===== src/rtl/chario_pkg.sv =====
package chario_pkg;
  localparam int OFS_W   = 3;
  localparam int RDY_BIT = 3;
  localparam int OVR_BIT = 4;
  localparam int KBE_BIT = 2;
  localparam int DPE_BIT = 3;

  typedef enum logic [OFS_W-1:0] {
    SEL_RXD = 3'd0,
    SEL_RXS = 3'd1,
    SEL_TXD = 3'd2,
    SEL_TXS = 3'd3,
    SEL_CTL = 3'd4
  } reg_sel_e;

  typedef struct packed {
    logic rd_rxd;
    logic rd_rxs;
    logic rd_txs;
    logic rd_ctl;
    logic wr_txd;
    logic wr_ctl;
  } bus_strobe_t;
endpackage


===== src/rtl/chario_rst_sync.sv =====
module chario_rst_sync #(
  parameter int STAGES = 2
) (
  input  logic clk,
  input  logic rst_n,
  output logic srst_n
);
  logic [STAGES-1:0] sync_q;
  logic [STAGES-1:0] sync_d;

  always_comb begin
    sync_d = {sync_q[STAGES-2:0], 1'b1};
  end

  always_ff @(posedge clk or negedge rst_n) begin
    if (!rst_n) sync_q <= '0;
    else        sync_q <= sync_d;
  end

  assign srst_n = sync_q[STAGES-1];
endmodule


===== src/rtl/chario_decode.sv =====
module chario_decode
  import chario_pkg::*;
#(
  parameter int          ADDR_W    = 16,
  parameter logic [15:0] BASE_ADDR = 16'hFF00
) (
  input  logic              bus_re,
  input  logic              bus_we,
  input  logic [ADDR_W-1:0] bus_addr,
  output bus_strobe_t       strb
);
  localparam int TAG_W = ADDR_W - OFS_W;
  localparam logic [ADDR_W-1:0] BASE_FULL = ADDR_W'(BASE_ADDR);
  localparam logic [TAG_W-1:0]  BASE_TAG  = BASE_FULL[ADDR_W-1:OFS_W];

  logic     hit;
  reg_sel_e sel;

  always_comb begin
    hit  = (bus_addr[ADDR_W-1:OFS_W] == BASE_TAG);
    sel  = reg_sel_e'(bus_addr[OFS_W-1:0]);
    strb = '0;
    if (hit) begin
      case (sel)
        SEL_RXD: strb.rd_rxd = bus_re;
        SEL_RXS: strb.rd_rxs = bus_re;
        SEL_TXD: strb.wr_txd = bus_we;
        SEL_TXS: strb.rd_txs = bus_re;
        SEL_CTL: begin
          strb.rd_ctl = bus_re;
          strb.wr_ctl = bus_we;
        end
        default: strb = '0;
      endcase
    end
  end
endmodule


===== src/rtl/chario_rx.sv =====
module chario_rx #(
  parameter int DATA_W = 8
) (
  input  logic              clk,
  input  logic              srst_n,
  input  logic              kbd_valid,
  input  logic [DATA_W-1:0] kbd_char,
  input  logic              rd_data,
  input  logic              rd_stat,
  output logic [DATA_W-1:0] rx_data,
  output logic              rx_rdy,
  output logic              rx_ovr
);
  logic              rdy_q, rdy_d;
  logic              ovr_q, ovr_d;
  logic [DATA_W-1:0] data_q;
  logic              data_en;

  // Next state: arrival beats the clearing access in the same cycle.
  always_comb begin
    data_en = kbd_valid;
    rdy_d   = rdy_q;
    if (rd_data)   rdy_d = 1'b0;
    if (kbd_valid) rdy_d = 1'b1;
    ovr_d = ovr_q;
    if (rd_stat) ovr_d = 1'b0;
    if (kbd_valid && rdy_q && !rd_data) ovr_d = 1'b1;
  end

  always_ff @(posedge clk or negedge srst_n) begin
    if (!srst_n) begin
      rdy_q <= 1'b0;
      ovr_q <= 1'b0;
    end else begin
      rdy_q <= rdy_d;
      ovr_q <= ovr_d;
    end
  end

  always_ff @(posedge clk or negedge srst_n) begin
    if (!srst_n)      data_q <= '0;
    else if (data_en) data_q <= kbd_char;
  end

  assign rx_data = data_q;
  assign rx_rdy  = rdy_q;
  assign rx_ovr  = ovr_q;
endmodule


===== src/rtl/chario_tx.sv =====
module chario_tx #(
  parameter int DATA_W = 8
) (
  input  logic              clk,
  input  logic              srst_n,
  input  logic              wr_data,
  input  logic [DATA_W-1:0] wdata,
  input  logic              disp_take,
  output logic [DATA_W-1:0] tx_data,
  output logic              tx_rdy
);
  logic              rdy_q, rdy_d;
  logic [DATA_W-1:0] data_q;
  logic              data_en;

  // A new character beats a completion reported for the previous one.
  always_comb begin
    data_en = wr_data;
    rdy_d   = rdy_q;
    if (disp_take) rdy_d = 1'b1;
    if (wr_data)   rdy_d = 1'b0;
  end

  always_ff @(posedge clk or negedge srst_n) begin
    if (!srst_n) rdy_q <= 1'b1;
    else         rdy_q <= rdy_d;
  end

  always_ff @(posedge clk or negedge srst_n) begin
    if (!srst_n)      data_q <= '0;
    else if (data_en) data_q <= wdata;
  end

  assign tx_data = data_q;
  assign tx_rdy  = rdy_q;
endmodule


===== src/rtl/chario_port.sv =====
module chario_port
  import chario_pkg::*;
#(
  parameter int          ADDR_W    = 16,
  parameter int          DATA_W    = 8,
  parameter logic [15:0] BASE_ADDR = 16'hFF00
) (
  input  logic              clk,
  input  logic              rst_n,
  input  logic [ADDR_W-1:0] bus_addr,
  input  logic [DATA_W-1:0] bus_wdata,
  input  logic              bus_we,
  input  logic              bus_re,
  output logic [DATA_W-1:0] bus_rdata,
  input  logic              kbd_valid,
  input  logic [DATA_W-1:0] kbd_char,
  output logic              disp_valid,
  output logic [DATA_W-1:0] disp_char,
  input  logic              disp_take,
  output logic              irq
);
  logic              srst_n;
  bus_strobe_t       strb;
  logic [DATA_W-1:0] rx_data;
  logic              rx_rdy, rx_ovr;
  logic [DATA_W-1:0] tx_data;
  logic              tx_rdy;
  logic              kbe_q, kbe_d, dpe_q, dpe_d;

  chario_rst_sync #(.STAGES(2)) u_rst (
    .clk(clk), .rst_n(rst_n), .srst_n(srst_n)
  );

  chario_decode #(.ADDR_W(ADDR_W), .BASE_ADDR(BASE_ADDR)) u_dec (
    .bus_re(bus_re), .bus_we(bus_we), .bus_addr(bus_addr), .strb(strb)
  );

  chario_rx #(.DATA_W(DATA_W)) u_rx (
    .clk(clk), .srst_n(srst_n), .kbd_valid(kbd_valid), .kbd_char(kbd_char),
    .rd_data(strb.rd_rxd), .rd_stat(strb.rd_rxs),
    .rx_data(rx_data), .rx_rdy(rx_rdy), .rx_ovr(rx_ovr)
  );

  chario_tx #(.DATA_W(DATA_W)) u_tx (
    .clk(clk), .srst_n(srst_n), .wr_data(strb.wr_txd), .wdata(bus_wdata),
    .disp_take(disp_take), .tx_data(tx_data), .tx_rdy(tx_rdy)
  );

  // Control register
  always_comb begin
    kbe_d = kbe_q;
    dpe_d = dpe_q;
    if (strb.wr_ctl) begin
      kbe_d = bus_wdata[KBE_BIT];
      dpe_d = bus_wdata[DPE_BIT];
    end
  end

  always_ff @(posedge clk or negedge srst_n) begin
    if (!srst_n) begin
      kbe_q <= 1'b0;
      dpe_q <= 1'b0;
    end else begin
      kbe_q <= kbe_d;
      dpe_q <= dpe_d;
    end
  end

  // Load data mux; every unassigned bit stays zero
  always_comb begin
    bus_rdata = '0;
    if (strb.rd_rxd) bus_rdata = rx_data;
    if (strb.rd_rxs) begin
      bus_rdata[RDY_BIT] = rx_rdy;
      bus_rdata[OVR_BIT] = rx_ovr;
    end
    if (strb.rd_txs) bus_rdata[RDY_BIT] = tx_rdy;
    if (strb.rd_ctl) begin
      bus_rdata[KBE_BIT] = kbe_q;
      bus_rdata[DPE_BIT] = dpe_q;
    end
  end

  assign disp_valid = ~tx_rdy;
  assign disp_char  = tx_data;
  assign irq        = (rx_rdy & kbe_q) | (tx_rdy & dpe_q);
endmodule


===== config.mk =====
export PLATFORM = sky130hd
export DESIGN_NAME = chario_port
export DESIGN_NICKNAME = d
export VERILOG_FILES = /design/src/rtl/chario_pkg.sv /design/src/rtl/chario_rst_sync.sv /design/src/rtl/chario_decode.sv /design/src/rtl/chario_rx.sv /design/src/rtl/chario_tx.sv /design/src/rtl/chario_port.sv
export SDC_FILE = /design/constraint.sdc
export NUM_CORES = 1
export LEC_CHECK = 0
export BUFFER_PORTS_ARGS = -buffer_cell sky130_fd_sc_hd__clkbuf_2
export CAP_MARGIN = 5
export CORE_UTILIZATION = 40
export CTS_BUF_LIST = sky130_fd_sc_hd__clkbuf_4
export DETAILED_ROUTE_END_ITERATION = 16
export PLACE_DENSITY = 0.85
export SLEW_MARGIN = 30
export SYNTH_ARGS = -nofsm -noshare
export SYNTH_HDL_FRONTEND = slang
export SYNTH_SLANG_ARGS = --single-unit
export TNS_END_PERCENT = 10

===== constraint.sdc =====
create_clock -name clk -period 1.75 [get_ports clk]
set_input_delay 0.2625 -clock clk [delete_from_list [all_inputs] [get_ports clk]]
set_output_delay 0.2625 -clock clk [all_outputs]
set_load 0.05 [all_outputs]

## Word level (Yosys, flattened, before mapping)

Index checks and enable logic that the tools add are counted.

| word-level totals | value |
|---|---|
| bits in registers | 23 |
| output and inout bits | 18 |

| operators by class | value |
|---|---|
| equal/unequal tests | 5 |
| mux-type cells | 17 |
| bitwise gates (word level) | 4 |
| reductions and logical operators | 7 |

Operators with widths:

| operator | number |
|---|---|
| == test 13 bit, second input constant | 1 |
| two-way mux 1 bit | 13 |
| two-way mux 8 bit | 1 |
| == test 3 x 2 -> 1 bit, second input constant | 2 |
| two-way mux 6 bit | 1 |
| nonzero test 2 bit | 3 |
| two-way mux 2 bit | 2 |
| == test 3 x 1 -> 1 bit, second input constant | 1 |
| == test 3 bit, second input constant | 1 |
| logical NOT 3 bit | 1 |
| bitwise AND 1 bit | 2 |
| logical AND 1 bit | 2 |
| logical NOT 1 bit | 1 |
| NOT 1 bit | 1 |
| OR 1 bit | 1 |

## Logic depth before layout (Yosys ltp)

Gate-level depths: netlist of run 1.

| logic depth | value |
|---|---|
| depth after elaboration | 7 |
| depth in mapped cells | 5 |

## Cells and area by module

From an unflattened synthesis of run 1, not the netlist that was laid out.

| unflattened totals | value |
|---|---|
| cell total of the unflattened synthesis | 87 |
| area, all modules | 1,139.8 µm² |

Modules (own cells, without submodules):

| module | instances | cells each | area an instance (µm²) | seq. area each (µm²) |
|---|---|---|---|---|
| chario_rx | 1 | 23 | 407.9 | 250.2 |
| chario_tx | 1 | 19 | 367.9 | 226.5 |
| chario_port | 1 | 25 | 175.2 | 50.0 |
| chario_decode | 1 | 17 | 135.1 | 0.0 |
| chario_rst_sync | 1 | 3 | 53.8 | 50.0 |

## Least setup slack after synthesis of run 1

OpenSTA, ideal clock, no wires.

| timing path | value |
|---|---|
| path kind | input -> output |
| start | input bus_addr[2] |
| end | output bus_rdata[4] |
| arrival | 2,339 ps |
| path slack | -851 ps |
| cell stages on the path | 3 |
| buffers on the path | 0 |
| cells stage by stage | nor4bb_1 > nand4_1 > nor4b_1 |

| between the ends | value |
|---|---|
| longest elaborated chain between the ends | 5 |

Ends and longest elaborated chain:

| what | RTL line | source |
|---|---|---|
| start: declaration | chario_port.sv:10 | `input logic [ADDR_W-1:0] bus_addr,` |
| logical NOT 3 bit | chario_decode.sv:24 | `case (sel)` |
| two-way mux 1 bit | chario_decode.sv:24 |  |
| two-way mux 6 bit * | chario_decode.sv:23 | `if (hit) begin` |
| two-way mux 8 bit | chario_port.sv:72 | `if (strb.rd_rxd) bus_rdata = rx_data;` |
| two-way mux 2 bit * | chario_port.sv:73 | `if (strb.rd_rxs) begin` |
| end: declaration | chario_port.sv:14 | `output logic [DATA_W-1:0] bus_rdata,` |

Mark *: on every way between the ends. The rest lies on a longest branch, timed or not.

## Worst setup path after layout of run 1

Same ends and word-level chain as after synthesis.

==> flow_results.org, run 1 <==
** Run status
- The flow ran to the end, and the final reports show no timing, DRC or antenna violations.

** Critical path
- STA puts the critical path data required time at 1.49 ns.
- Largest stage delay on the critical path :: between 0.2 and 0.3 ns
- Worst setup SP type :: primary input
- Critical Path Sink Type :: output port
- Maximum fanout encountered on the critical timing path :: 2
- Kind of critical path :: primary input to output port
- Start of the worst register-to-register path :: kbe_q
- The worst register-to-register path has a setup slack of a little under 1 ns.
- Together, buffers and inverters on the worst path number 3.
- Measured in cells, the most critical reg-to-reg path has a length of 1.
- Worst R2R End :: kbe_q
- List of cells traversed by the critical path :: clkbuf_2 -> nor4bb_4 -> nand4_1 -> buf_4 -> nor4b_4 -> clkbuf_8
- Data arrival at the endpoint of the critical path :: between 1 and 1.5 ns
- The critical path ends at bus_rdata[4].
- The critical path starts at bus_addr[2].
- On the critical path the largest part of the delay comes from simple AND/OR/NAND/NOR gates.
- The critical path runs through a total of 6 cells.
- Critical Path Slowest Stage Cell :: nor4b_4

** Clock network
- The cell sitting at the root of the clock tree is a clkbuf_4.
- CTS built an H-tree with a depth of 1.
- Clock Latency Late Sink :: around 0.29 ns
- TritonCTS built the clock tree.
- After clock tree synthesis, the clock-pin slew on the worst setup and hold paths is around 0.11 ns.
- Deepest clock path buffer count :: 2
- Clock tree synthesis inserted a total of 3 buffers.
- Clock sink total :: 23

** Global route
- The layer flagged by global routing as most heavily used is met2.
- Global routing used between 15 and 20% of the available tracks across all layers.
- Number of global-route vias before repair :: roughly 800
- The initial antenna violation count came to 0.
- Global routing consumed, on the met3 layer, 1.72% of the routing resources.
- The first global-routing pass estimated about 3200 µm of wire.
- In the global route stage, met2 resource usage came out at roughly a third.
- Global-route track usage on met1 :: between 10% and 20%
- Remaining global-route overflow :: 0
- Entering global routing, the biggest net connects 13 pins.

** Power
- Power Total :: 0.000929 W
- Largest voltage drop on the vdd net :: a little over 500 µV
- Total power per unit cell area :: ~580 nW/µm²
- Reported leakage power :: approximately 0.84 nW

** Placed design
- Final weighted congestion in routability-driven placement :: about 0.74
- Port bufs :: 55
- Post-DP HPWL :: around 1800 µm

** STA
- Setup repair after global routing could not meet its margin everywhere.
- Achievable Freq :: between 0.5 and 0.6 GHz
- The max-slew violation count was 0.
- After layout, the minimum clock period comes to between 1.5 and 2 ns.
- Dividing the final minimum period by the clock period gives between 90% and 100%.
- The tightest hold path in the finished design has a slack of around 0.18 ns.
- After routing, the total negative slack on setup checks comes to 0 ns.
- The count of endpoints failing hold in the final timing report is 0.
- Setup violations remaining at the end of the flow were counted as 0.
- Between clock sinks in the finished design, the worst skew comes to approximately 0.0023 ns.

** Detailed routing
- Total iterations of the first detailed-routing run :: 2
- Vias :: 897
- DRC :: 0
- The final layout contains routed wiring with a total length of 2330 µm.
- Dividing the detail-routed wire length by the instance count gives about 13 µm.
- For this block, the initial DRC count from the detailed router was 1.
- In this run the remaining antenna-violating nets after routing total 0.
- Per-cell via count in the routed design :: 4.93

** Logic synthesis
- Sequential share of the synthesized area :: between 50% and 60%
- Counting flops and latches in the post-synthesis netlist gives 23.
- Yosys synthesis warning count :: 0
- After synthesis, the netlist uses 24 different library cells.
- After synthesis the cells add up to 1050 µm².
- Mean instance size in the synthesized netlist :: roughly 13 µm²
- Post-Synthesis Cells :: 83
- Number of nets in the synthesized netlist :: 121

** Run
- Max-cap violations :: 0

** Floorplan
- The floorplan step defined a core boundary enclosing approximately 2500 µm².
- Initial core utilization :: between 40% and 50%
- Top-Level Pins :: between 50 and 60
- The floorplan step defined a die boundary enclosing about 2800 µm².
- In this run the horizontal extent of the chip is around 53 µm.
- The initialized floorplan defines 18 standard-cell rows.
- The floorplan step set the die height to between 50 and 60 µm.

** Layout
- Compared with the post-synthesis result, the final layout area differs by 53.6%.
- Leaving out fill and tap cells, the most frequent cell in the layout is clkbuf_2.
- Top library cells by usage in the layout, fill and taps aside :: 44 x clkbuf_2, 22 x dfrtp_1, 18 x mux2_2, 14 x buf_4, 6 x buf_6
- Share of layout cells above drive strength 1 :: approximately 64%
- Filler Cell Count :: slightly below 200
- Layout net count :: roughly 190
- The repair_antennas step left the layout with diodes totalling 0.

** Hold path
- In this run the worst hold path is classified as flip-flop to async pin.
==> synthesized netlist by cell type <==
| library cell | number | area share (%) |
|---|---|---|
| and2_1 | 5 | 3.0 |
| nor4b_4 | 1 | 2.3 |
| mux2i_1 | 3 | 2.9 |
| o31ai_1 | 1 | 0.72 |
| nand2_1 | 5 | 1.8 |
| conb_1 | 1 | 0.36 |
| nor4b_1 | 1 | 0.84 |
| dfrtp_1 | 22 | 53 |
| nand3_1 | 2 | 0.95 |
| dfstp_2 | 1 | 2.5 |
| and4_1 | 1 | 0.84 |
| nor2_1 | 5 | 1.8 |
| clkbuf_1 | 2 | 0.72 |
| nand4_1 | 2 | 1.2 |
| and3b_1 | 1 | 0.84 |
| nand2b_1 | 1 | 0.60 |
| mux2_2 | 18 | 19 |
| and4b_1 | 2 | 1.9 |
| nor4bb_1 | 1 | 0.95 |
| a22o_1 | 1 | 0.84 |
| a21oi_1 | 1 | 0.48 |
| inv_1 | 2 | 0.72 |
| o21ai_0 | 3 | 1.4 |
| nor4_1 | 1 | 0.60 |
==> per-layer routing <==
layer	part of all wire (%)	vias up
li1	-	441
met1	38	424
met2	57	30
met3	5.1	2
met4	0.34	0
met5	0	-
==> sequential cells by signal, indices dropped and copies added, names as in the netlist <==
name          flops
u_rx.rx_ovr       1
dpe_q             1
u_rx.rx_data      8
u_tx.tx_rdy       1
u_rst.sync_q      2
u_rx.rx_rdy       1
u_tx.tx_data      8
kbe_q             1
==> where the power goes <==
part           switching, W  internal (W)
Combinational     0.0000499     0.0000697
Clock              0.000140      0.000104
Sequential        0.0000136      0.000552
==> area by class of cell <==
class,instances,area [µm²],share of cell area [%]
Inverter,2,7.51,0.466
Multi-Input combinational cell,56,528,32.8
Sequential cell,23,577,35.8
Timing Repair Buffer,67,430,26.7
Tap cell,30,37.5,2.33
Clock buffer,4,30.0,1.86
==> worst min path at each step <==
| stage | from | to | slack [ns] |
|---|---|---|---|
| 3_5_place_dp | rst_n | u_rst.sync_q[0] | 0.05 |
| 5_1_grt | disp_take | u_tx.tx_rdy | 0.18 |
| 3_3_place_gp | rst_n | u_rst.sync_q[0] | 0.05 |
| 6_report | u_rst.sync_q[1] | u_rx.rx_rdy | 0.18 |
| 2_1_floorplan | rst_n | u_rst.sync_q[0] | -0.03 |
| 4_1_cts | disp_take | u_tx.tx_rdy | 0.17 |
==> metrics by stage <==
step                worst slack, ns  util (%)  std cells  area [µm²]
global route                -0.0389      65.0        182        1610
CTS                         0.00454      59.9        177        1490
floorplan                    -0.226         -         83        1070
finish                       0.0157      65.0        182        1610
detailed placement          -0.0606      57.3        172        1420
global placement            -0.0160      57.3        172        1420
==> kinds of logic (layout without fill, tap and decap cells) <==
| group | count (synthesis) | count (layout) | synth area share (%) |
|---|---|---|---|
| simple gates | 28 | 28 | 17.5 |
| flops | 23 | 23 | 55.0 |
| mux | 21 | 21 | 22.2 |
| compound gates | 6 | 6 | 3.46 |
| buf+inv | 4 | 73 | 1.43 |
| other cells | 1 | 1 | 0.358 |
==> what timing repair did <==
action,CTS,global route
cloned,0,0
hold buffers,1,0
setup endpoints to repair,8,8
setup buffers,0,5
gates resized for setup,7,30
hold endpoints to repair,2,0
pin swaps,0,8
No activity file was read; power rests on OpenSTA's default activity.
==> run 2: changes to the inputs <==
- GPL_ROUTABILITY_DRIVEN: unset -> 0
- PLACE_DENSITY: 0.85 -> unset
- PLACE_DENSITY_LB_ADDON: unset -> 0.25
- SETUP_SLACK_MARGIN: unset -> 0.02
==> run 2 against run 1 <==
  * Clock power about the same
  * Sequential share of layout area increased by 1.2 points
  * Critical path depth unchanged
  * Wire length decreased by 4.5%
  * First-iteration DRC count increased to 6.0 times the previous value
  * Via count decreased by 1.3%
  * Highest routed layer unchanged
  * Design area decreased by 3.2%
  * Maximum frequency increased by 2.1%
==> flow_results.org, run 2 (same netlist as run 1, synthesis figures left out) <==
** Detailed routing
- The average wire per standard cell is 12.4 µm (-2.9%).
- The violation count after the first detailed-routing iteration is 6 (+5).
- Per-cell via count in the routed design :: 4.94 (+0.32%)
- Vias :: 885 (-1.3%)
- Total iterations of the first detailed-routing run :: 4 (+2)
- The remaining antenna violation count after routing came to 0 (unchanged).
- The DRC violation count after routing is 0 (unchanged).
- The sum of routed wire length over all layers is 2220 µm (-4.5%).

** Layout
- Most frequent standard cell in the layout excluding fill and tap cells :: clkbuf_2
- Layout net count :: 188 (-1.6%)
- The library cells used most frequently in the layout, excluding fill and tap cells, are 45 x clkbuf_2, 22 x dfrtp_1, 18 x mux2_2, 9 x clkbuf_4, 8 x buf_4.
- Filler Cell Count :: 208 (+6.7%)
- The fraction of layout instances using a drive strength above 1 is 62.4% (-2.1 points).
- Area added between synthesis and finish :: 48.7%
- The diode insertion count for antenna repair was 0 (unchanged).

** Floorplan
- Core ar. :: 2480 µm² (unchanged)
- The floorplan die height is 53.2 µm (unchanged).
- The count of pins on the block boundary was 56 (unchanged).
- Number of placement rows :: 18 (unchanged)
- DIE WIDTH :: 53.2 µm (unchanged)
- The die outline area was 2830 µm² (unchanged).
- The starting density of the core is 42.3% (unchanged).

** Critical path
- The worst setup path is launched from a primary input.
- List of cells traversed by the critical path :: buf_8 -> nor4bb_4 -> nand4_1 -> buf_4 -> nor4b_4 -> buf_8
- Worst R2R End :: u_tx.tx_rdy
- STA classifies the critical path endpoint as an output port.
- The number of cells on the worst reg-to-reg path was 3 (+2).
- Data arrival at the endpoint of the critical path :: 1.44 ns (-0.03 ns)
- Maximum fanout encountered on the critical timing path :: 3 (+1)
- Largest stage delay on the critical path :: 0.26 ns (about the same)
- Start of the worst register-to-register path :: u_tx.tx_rdy
- CP required :: 1.49 ns (about the same)
- The setup path with the least slack is of type primary input to output port.
- Most numerous cell on the critical path :: buf_8
- The register-to-register setup slack was 0.91 ns (-0.06 ns).
- The slowest stage of the critical path belongs to the cell nor4b_4.

** Global route
- First-pass GRT wire length :: 3320 µm (+2.1%)
- The initial antenna violation count is 0 (unchanged).
- Remaining global-route overflow :: 0 (unchanged)
- The aggregate global-route resource usage is 16.7% (+0.81 points).
- Number of global-route vias before repair :: 805 (-0.62%)
- The largest net degree at the start of global routing was 17 (+4).

** Placed design
- The final HPWL from detailed placement is 1830 µm (+1.0%).
- Post-Place Setup Slack :: -0.0391 ns (+0.0215 ns)
- The count of input and output buffers came to 55 (unchanged).

** Power
- Switch Pwr :: 0.000205 W (+0.63%)
- P_int :: 0.000725 W (about the same)
- Power Total :: 0.000930 W (about the same)
- The part of the total power dissipated in combinational logic was 12.4% (-0.5 points).
- Total power per unit cell area :: 596 nW/µm² (+3.4%)
- The sequential group share of total power came to 61.0% (about the same).
- The maximum vdd ir drop came to 559 µV (+8.4%).
- The static leakage is 0.810 nW (-3.6%).
- Clock network power share :: 26.5% (+0.3 points)
- Switching share of power :: 22.0% (+0.12 points)

** STA
- The post-route clock period utilization is 97.1% (-2.0 points).
- Final-report hold violation count :: 0 (unchanged)
- Achievable Freq :: 0.589 GHz (+2.1%)
- The final setup skew is 0.00121 ns (-0.00106 ns).
- The accumulated negative setup slack was 0 ns (unchanged).
- RSZ-0062 raised after global routing :: yes
- Worst path setup slack after routing :: 0.0508 ns (+0.0351 ns)
- Final Max Tran Viols :: 0 (unchanged)
- The setup-violating endpoint count in the final report is 0 (unchanged).
- Final critical delay including setup and external delays :: 1.70 ns (-0.0351 ns)
- Measured against its own limit, the worst slew margin works out to about 60%.
- For the pin with the worst max-slew slack, the measured transition is 0.600 ns.

** Clock network
- The clock slew seen by the registers of the worst setup and hold paths is 0.11 ns (about the same).
- Clock tree from TritonCTS :: built
- H-Tree Level Count :: 1 (unchanged)
- The TritonCTS sink count is 23 (unchanged).
- Clock root cell :: clkbuf_4
- Deepest clock path buffer count :: 2 (unchanged)
- Clock Latency Late Sink :: 0.30 ns (about the same)
- Total clock buffers created by CTS :: 3 (unchanged)

** Hold path
- End point of the most critical hold path :: u_tx.tx_rdy
- Hold path cells :: 3
- In this run the most critical hold path is launched from disp_take.
- The min-delay analysis places its worst path in the category primary input to flip-flop.

** Run status
- Result of the run :: complete, no violations

** Run
- The max-capacitance violation count came to 0 (unchanged).
==> run 2: cell types whose count changed in the layout (fill, tap and decap cells not counted), moves of 2 or more <==
cell      delta
buf_8        +2
buf_6        -3
clkbuf_8     -2
buf_4        -6
clkbuf_4     +5
==> run 2: what timing repair did <==
| action | in CTS | in global routing |
|---|---|---|
| endpoints found under the setup margin | 8 | 8 |
| gates resized for setup | 6 | 22 |
| endpoints found under the hold margin | 2 | 0 |
| hold buffers | 1 | 0 |
| buffers inserted | 0 | 1 |
| pin swaps | 2 | 1 |
==> run 2: worst max-delay path by stage <==
stage	start	endpoint	slack, ns	depth (start not counted)
2_1_floorplan	bus_addr[0]	bus_rdata[4]	-0.23	3
3_3_place_gp	bus_addr[2]	bus_rdata[4]	-0.02	6
3_5_place_dp	bus_addr[2]	bus_rdata[1]	-0.04	6
4_1_cts	u_tx.tx_rdy	bus_rdata[3]	0.004	5
5_1_grt	bus_addr[4]	bus_rdata[4]	-0.01	6
6_report	bus_addr[4]	bus_rdata[4]	0.05	6
==> run 2: stage by stage <==
step	std cells	hold slack [ns]	cell area [µm²]	util, %
detailed placement	173	0.0510	1430	57.6
floorplan	83	-0.0331	1070	-
finish	179	0.180	1560	62.9
global placement	173	0.0486	1430	57.6
global route	179	0.174	1560	62.9
CTS	178	0.169	1490	60.3
==> run 2: cell type report <==
cell class / count / area [µm²] / area share [%]
inverter: 2 / 7.51 / 0.482
sequential: 23 / 577 / 37.0
clock buffer: 4 / 30.0 / 1.93
timing repair buffer: 64 / 397 / 25.4
multi-input combinational: 56 / 510 / 32.7
tap: 30 / 37.5 / 2.41
==> run 2: worst max-delay path: cells and delay by family <==
kind                   cells  cell delay [ns]
AND/OR/NAND/NOR            3             0.69
buffers and inverters      3             0.48
==> run 2: power groups by stage <==
stage | clock network, W | logic [W] | registers, W
6_report | 0.000247 | 0.000116 | 0.000567
5_1_grt | 0.000277 | 0.000126 | 0.000572
4_1_cts | 0.000262 | 0.000110 | 0.000568
3_5_place_dp | 0 | 0.000106 | 0.000579
3_3_place_gp | 0 | 0.000100 | 0.000578
2_1_floorplan | 0 | 0.0000433 | 0.000575
==> run 2: layer usage <==
| metal | part of all wire, % | track usage (%) | vias up |
|---|---|---|---|
| met5 | 0 | 0 | - |
| met3 | 5.8 | 1.72 | 2 |
| met2 | 56 | 32.1 | 31 |
| met1 | 38 | 17.8 | 423 |
| li1 | - | - | 429 |
| met4 | 0.63 | 7.89 | 0 |
==> run 3: changes to the inputs <==
- SYNTH_HIERARCHICAL: unset -> 1
==> run 3 against run 2 <==
  * The run now ends with setup timing left
  * Synthesized cell count rose by 4.8%
  * Setup slack got worse by 0.26 ns
  * Flip-flop and latch count stayed put
  * Design area is 12% higher
  * Sequential share of layout area down 4.1 points
==> flow_results.org, run 3 <==
** Detailed routing
- Total iterations of the first detailed-routing run :: 2 (-2)
- The detailed-route vias per instance came to 5.02 (+1.5%).
- The average wire per standard cell was 13.9 µm (+12%).
- The DRC violation count after routing was 0 (unchanged).
- Iteration-0 DRC Markers :: 18 (+12)
- The sum of routed wire length over all layers was 2590 µm (+16%).
- Vias :: 933 (+5.4%)
- Routed Antenna Nets :: 0 (unchanged)

** Clock network
- The clock slew seen by the registers of the worst setup and hold paths came to 0.13 ns (+0.02 ns).
- Deepest clock path buffer count :: 2 (unchanged)
- TritonCTS built the clock tree.
- The number of buffers inserted during clock tree synthesis came to 3 (unchanged).
- The number of levels the H-tree was split into came to 1 (unchanged).
- Clock sink total :: 23 (unchanged)
- The later-pin clock latency in the skew report came to 0.31 ns (about the same).
- Clock root cell :: clkbuf_4

** Global route
- The initial antenna violation count came to 0 (unchanged).
- First-pass GRT wire length :: 4430 µm (+33%)
- The largest net degree at the start of global routing is 14 (-3).
- Number of global-route vias before repair :: 978 (+21%)
- The remaining global-route overflow was 0 (unchanged).
- Total Routing Usage GR :: 18.4% (+1.6 points)

** Logic synthesis
- Mean instance size in the synthesized netlist :: 13.1 µm² (+3.7%)
- Primary flip-flop cell chosen by synthesis mapping :: dfrtp_1
- The number of synthesis warnings came to 6 (+6).
- The number of synthesized register bits is 23 (unchanged).
- The fraction of registers with async set/reset came to 100% (unchanged).
- Sequential share of the synthesized area :: 50.6% (-4.4 points)
- Most instantiated cells after synthesis :: 22 x dfrtp_1, 16 x mux2_4, 7 x nand2_1
- Post-Synthesis Cells :: 87 (+4.8%)
- The post-synthesis instance area is 1140 µm² (+8.7%).
- Synth unique cells :: 27 (+13%)
- In the post-synthesis netlist, the biggest area contributors are dfrtp_1 48%, mux2_4 21%, and2_1 2.7%, dfstp_2 2.3%, nand2_1 2.3%.
- Summed over all instances, the cell type with the most area after synthesis is dfrtp_1.
- Among all cell types in the netlist, the one instantiated most often is dfrtp_1.
- The synthesized net count was 125 (+3.3%).
- The number of enable flip-flop cells after synthesis is 0 (unchanged).
- The top cell type's share of synthesized area was 48.3% (-4.2 points).

** STA
- Aggregate negative setup slack :: -1.17 ns (-1.17 ns)
- Final-report hold violation count :: 0 (unchanged)
- The final worst setup slack came to -0.208 ns (-0.259 ns).
- The post-route clock period utilization was 112% (+15 points).
- Setup repair after global routing could not meet its margin everywhere.
- Setup violation total in the final timing report :: 8 (+8)
- Skew final :: 0.00783 ns (+0.00662 ns)
- Achievable Freq :: 0.511 GHz (-13%)
- Final Max Tran Viols :: 0 (unchanged)
- Final critical delay including setup and external delays :: 1.96 ns (+0.259 ns)

** Placed design
- Post-Place Setup Slack :: -0.331 ns (-0.292 ns)
- The number of cells after detailed placement is 179 (+3.5%).
- The count of input and output buffers is 55 (unchanged).
- The final HPWL from detailed placement is 2060 µm (+13%).

** Floorplan
- The floorplan core area came to 2590 µm² (+4.5%).
- The floorplan row count was 18 (unchanged).
- Vert. Die Dim :: 55.4 µm (+4.1%)
- Initial core utilization :: 44.0% (+1.7 points)
- The floorplan die width is 55.4 µm (+4.1%).
- Die area :: 3070 µm² (+8.4%)
- Top-Level Pins :: 56 (unchanged)

** Layout
- The fraction of layout instances using a drive strength above 1 was 69.2% (+6.8 points).
- The library cells used most frequently in the layout, excluding fill and tap cells, are 47 x clkbuf_2, 22 x dfrtp_1, 16 x mux2_4, 10 x buf_4, 6 x nand2_1.
- The final layout net count is 195 (+3.7%).
- Leaving out fill and tap cells, the most frequent cell in the layout is clkbuf_2.
- Number of antenna diodes :: 0 (unchanged)
- The post-route core utilization is 67.7% (+4.8 points).
- Non-filler cells in the finished layout :: 186 (+3.9%)
- Area added between synthesis and finish :: 53.8%

** Critical path
- The critical path arrival is 1.70 ns (+0.26 ns).
- Following the worst setup path forward leads to its endpoint at bus_rdata[2].
- Critical Path Sink Type :: output port
- Kind of critical path :: primary input to output port
- Internal reg-to-reg setup slack :: 0.92 ns (about the same)
- The data required time at the worst endpoint was 1.49 ns (about the same).
- In this run the worst setup path begins at bus_addr[7].
- The worst register-to-register path begins at u_rx/rx_rdy.
- Maximum fanout encountered on the critical timing path :: 6 (+3)
- Worst R2R End :: u_rx/rx_ovr
- STA classifies the critical path startpoint as a primary input.
- The number of cells on the worst reg-to-reg path is 1 (-2).

** Power
- The total power after layout was 0.000925 W (-0.52%).
- Combinational share of power :: 12.2% (-0.2 points)
- The internal portion of total power was 0.000705 W (-2.8%).
- Sequential power share :: 61.5% (+0.5 points)
- The static leakage came to 0.889 nW (+9.8%).
- The clock group share of total power was 26.3% (-0.2 points).
- Total power per unit cell area :: 528 nW/µm² (-12%)
- The maximum vdd ir drop came to 596 µV (+6.6%).
- The switching share of power came to 23.8% (+1.8 points).
- The switching power total was 0.000220 W (+7.4%).

** Run status
- Failing checks :: setup timing
- Result of the run :: complete, but fails checks

** Hold path
- The path class of the tightest hold or removal check is flip-flop to async pin.

** Run
- The max-capacitance violation count came to 0 (unchanged).
run 3: cell types whose count changed in the layout (fill, tap and decap cells not counted), moves of 5 or more:
cell,delta
and2_1,-5
and2_4,+5
clkbuf_4,-6
mux2_2,-17
mux2_4,+16
run 3: what timing repair did:
action,CTS,global route
setup endpoints to repair,8,8
hold buffers,1,0
hold endpoints to repair,2,0
gates resized for setup,17,11
setup buffers,2,0
pin swaps,8,1
run 3: worst max-delay path, cell delays in order:
cell	delay, ns
clkbuf_2	0.08
and4b_1	0.28
nand4_4	0.16
nor4b_4	0.34
buf_4	0.22
nand2_4	0.05
o21ai_4	0.16
buf_12	0.15
run 3: layout make-up:
class | count | area [µm²]
Timing Repair Buffer | 67 | 460
Tap cell | 30 | 37.5
Clock buffer | 3 | 22.5
Fill cell | 228 | 837
Clock inverter | 1 | 5.00
Multi-Input combinational cell | 57 | 632
Inverter | 5 | 18.8
Sequential cell | 23 | 577
run 3: per-stage QoR:
step	cell area (µm²)	hold slack, ns
2_1_floorplan	1210	-0.0331
6_report	1750	0.179
3_3_place_gp	1600	0.0494
5_1_grt	1750	0.154
4_1_cts	1730	0.167
3_5_place_dp	1600	0.0504
run 3: logic make-up (layout without fill, tap and decap cells):
group,after synthesis,in the layout,share of synthesized area [%]
DFF,23,23,50.6
buffers and inverters,7,76,3.62
and+or+nand+nor,29,29,17.2
AOI/OAI and AO/OA,10,10,6.15
muxes,17,17,22.1
other,1,1,0.329
run 3: how the worst min path moves through the flow:
stage / to / slack, ns / cells past startpoint
2_1_floorplan: u_rst/sync_q[0] / -0.03 / 0
3_3_place_gp: u_rst/sync_q[0] / 0.05 / 1
3_5_place_dp: u_rst/sync_q[0] / 0.05 / 1
4_1_cts: u_tx/tx_data[7] / 0.17 / 2
5_1_grt: u_rx/rx_data[5] / 0.15 / 2
6_report: u_rx/rx_data[7] / 0.18 / 0
run 3: per-layer routing:
| layer | track usage, % | vias to the layer above | wire [µm] |
|---|---|---|---|
| met5 | 0 | - | 0 |
| met4 | 3.21 | 0 | 10 |
| met3 | 4.68 | 2 | 125 |
| met2 | 34.3 | 30 | 1450 |
| met1 | 21.2 | 455 | 997 |
| li1 | - | 446 | - |
run 3: power by group through the flow:
stage	sequential, W	combinational (W)	clock [W]
finish	0.000569	0.000113	0.000243
CTS	0.000569	0.000114	0.000251
global placement	0.000576	0.000103	0
detailed placement	0.000578	0.000109	0
floorplan	0.000576	0.0000493	0
global route	0.000574	0.000122	0.000277
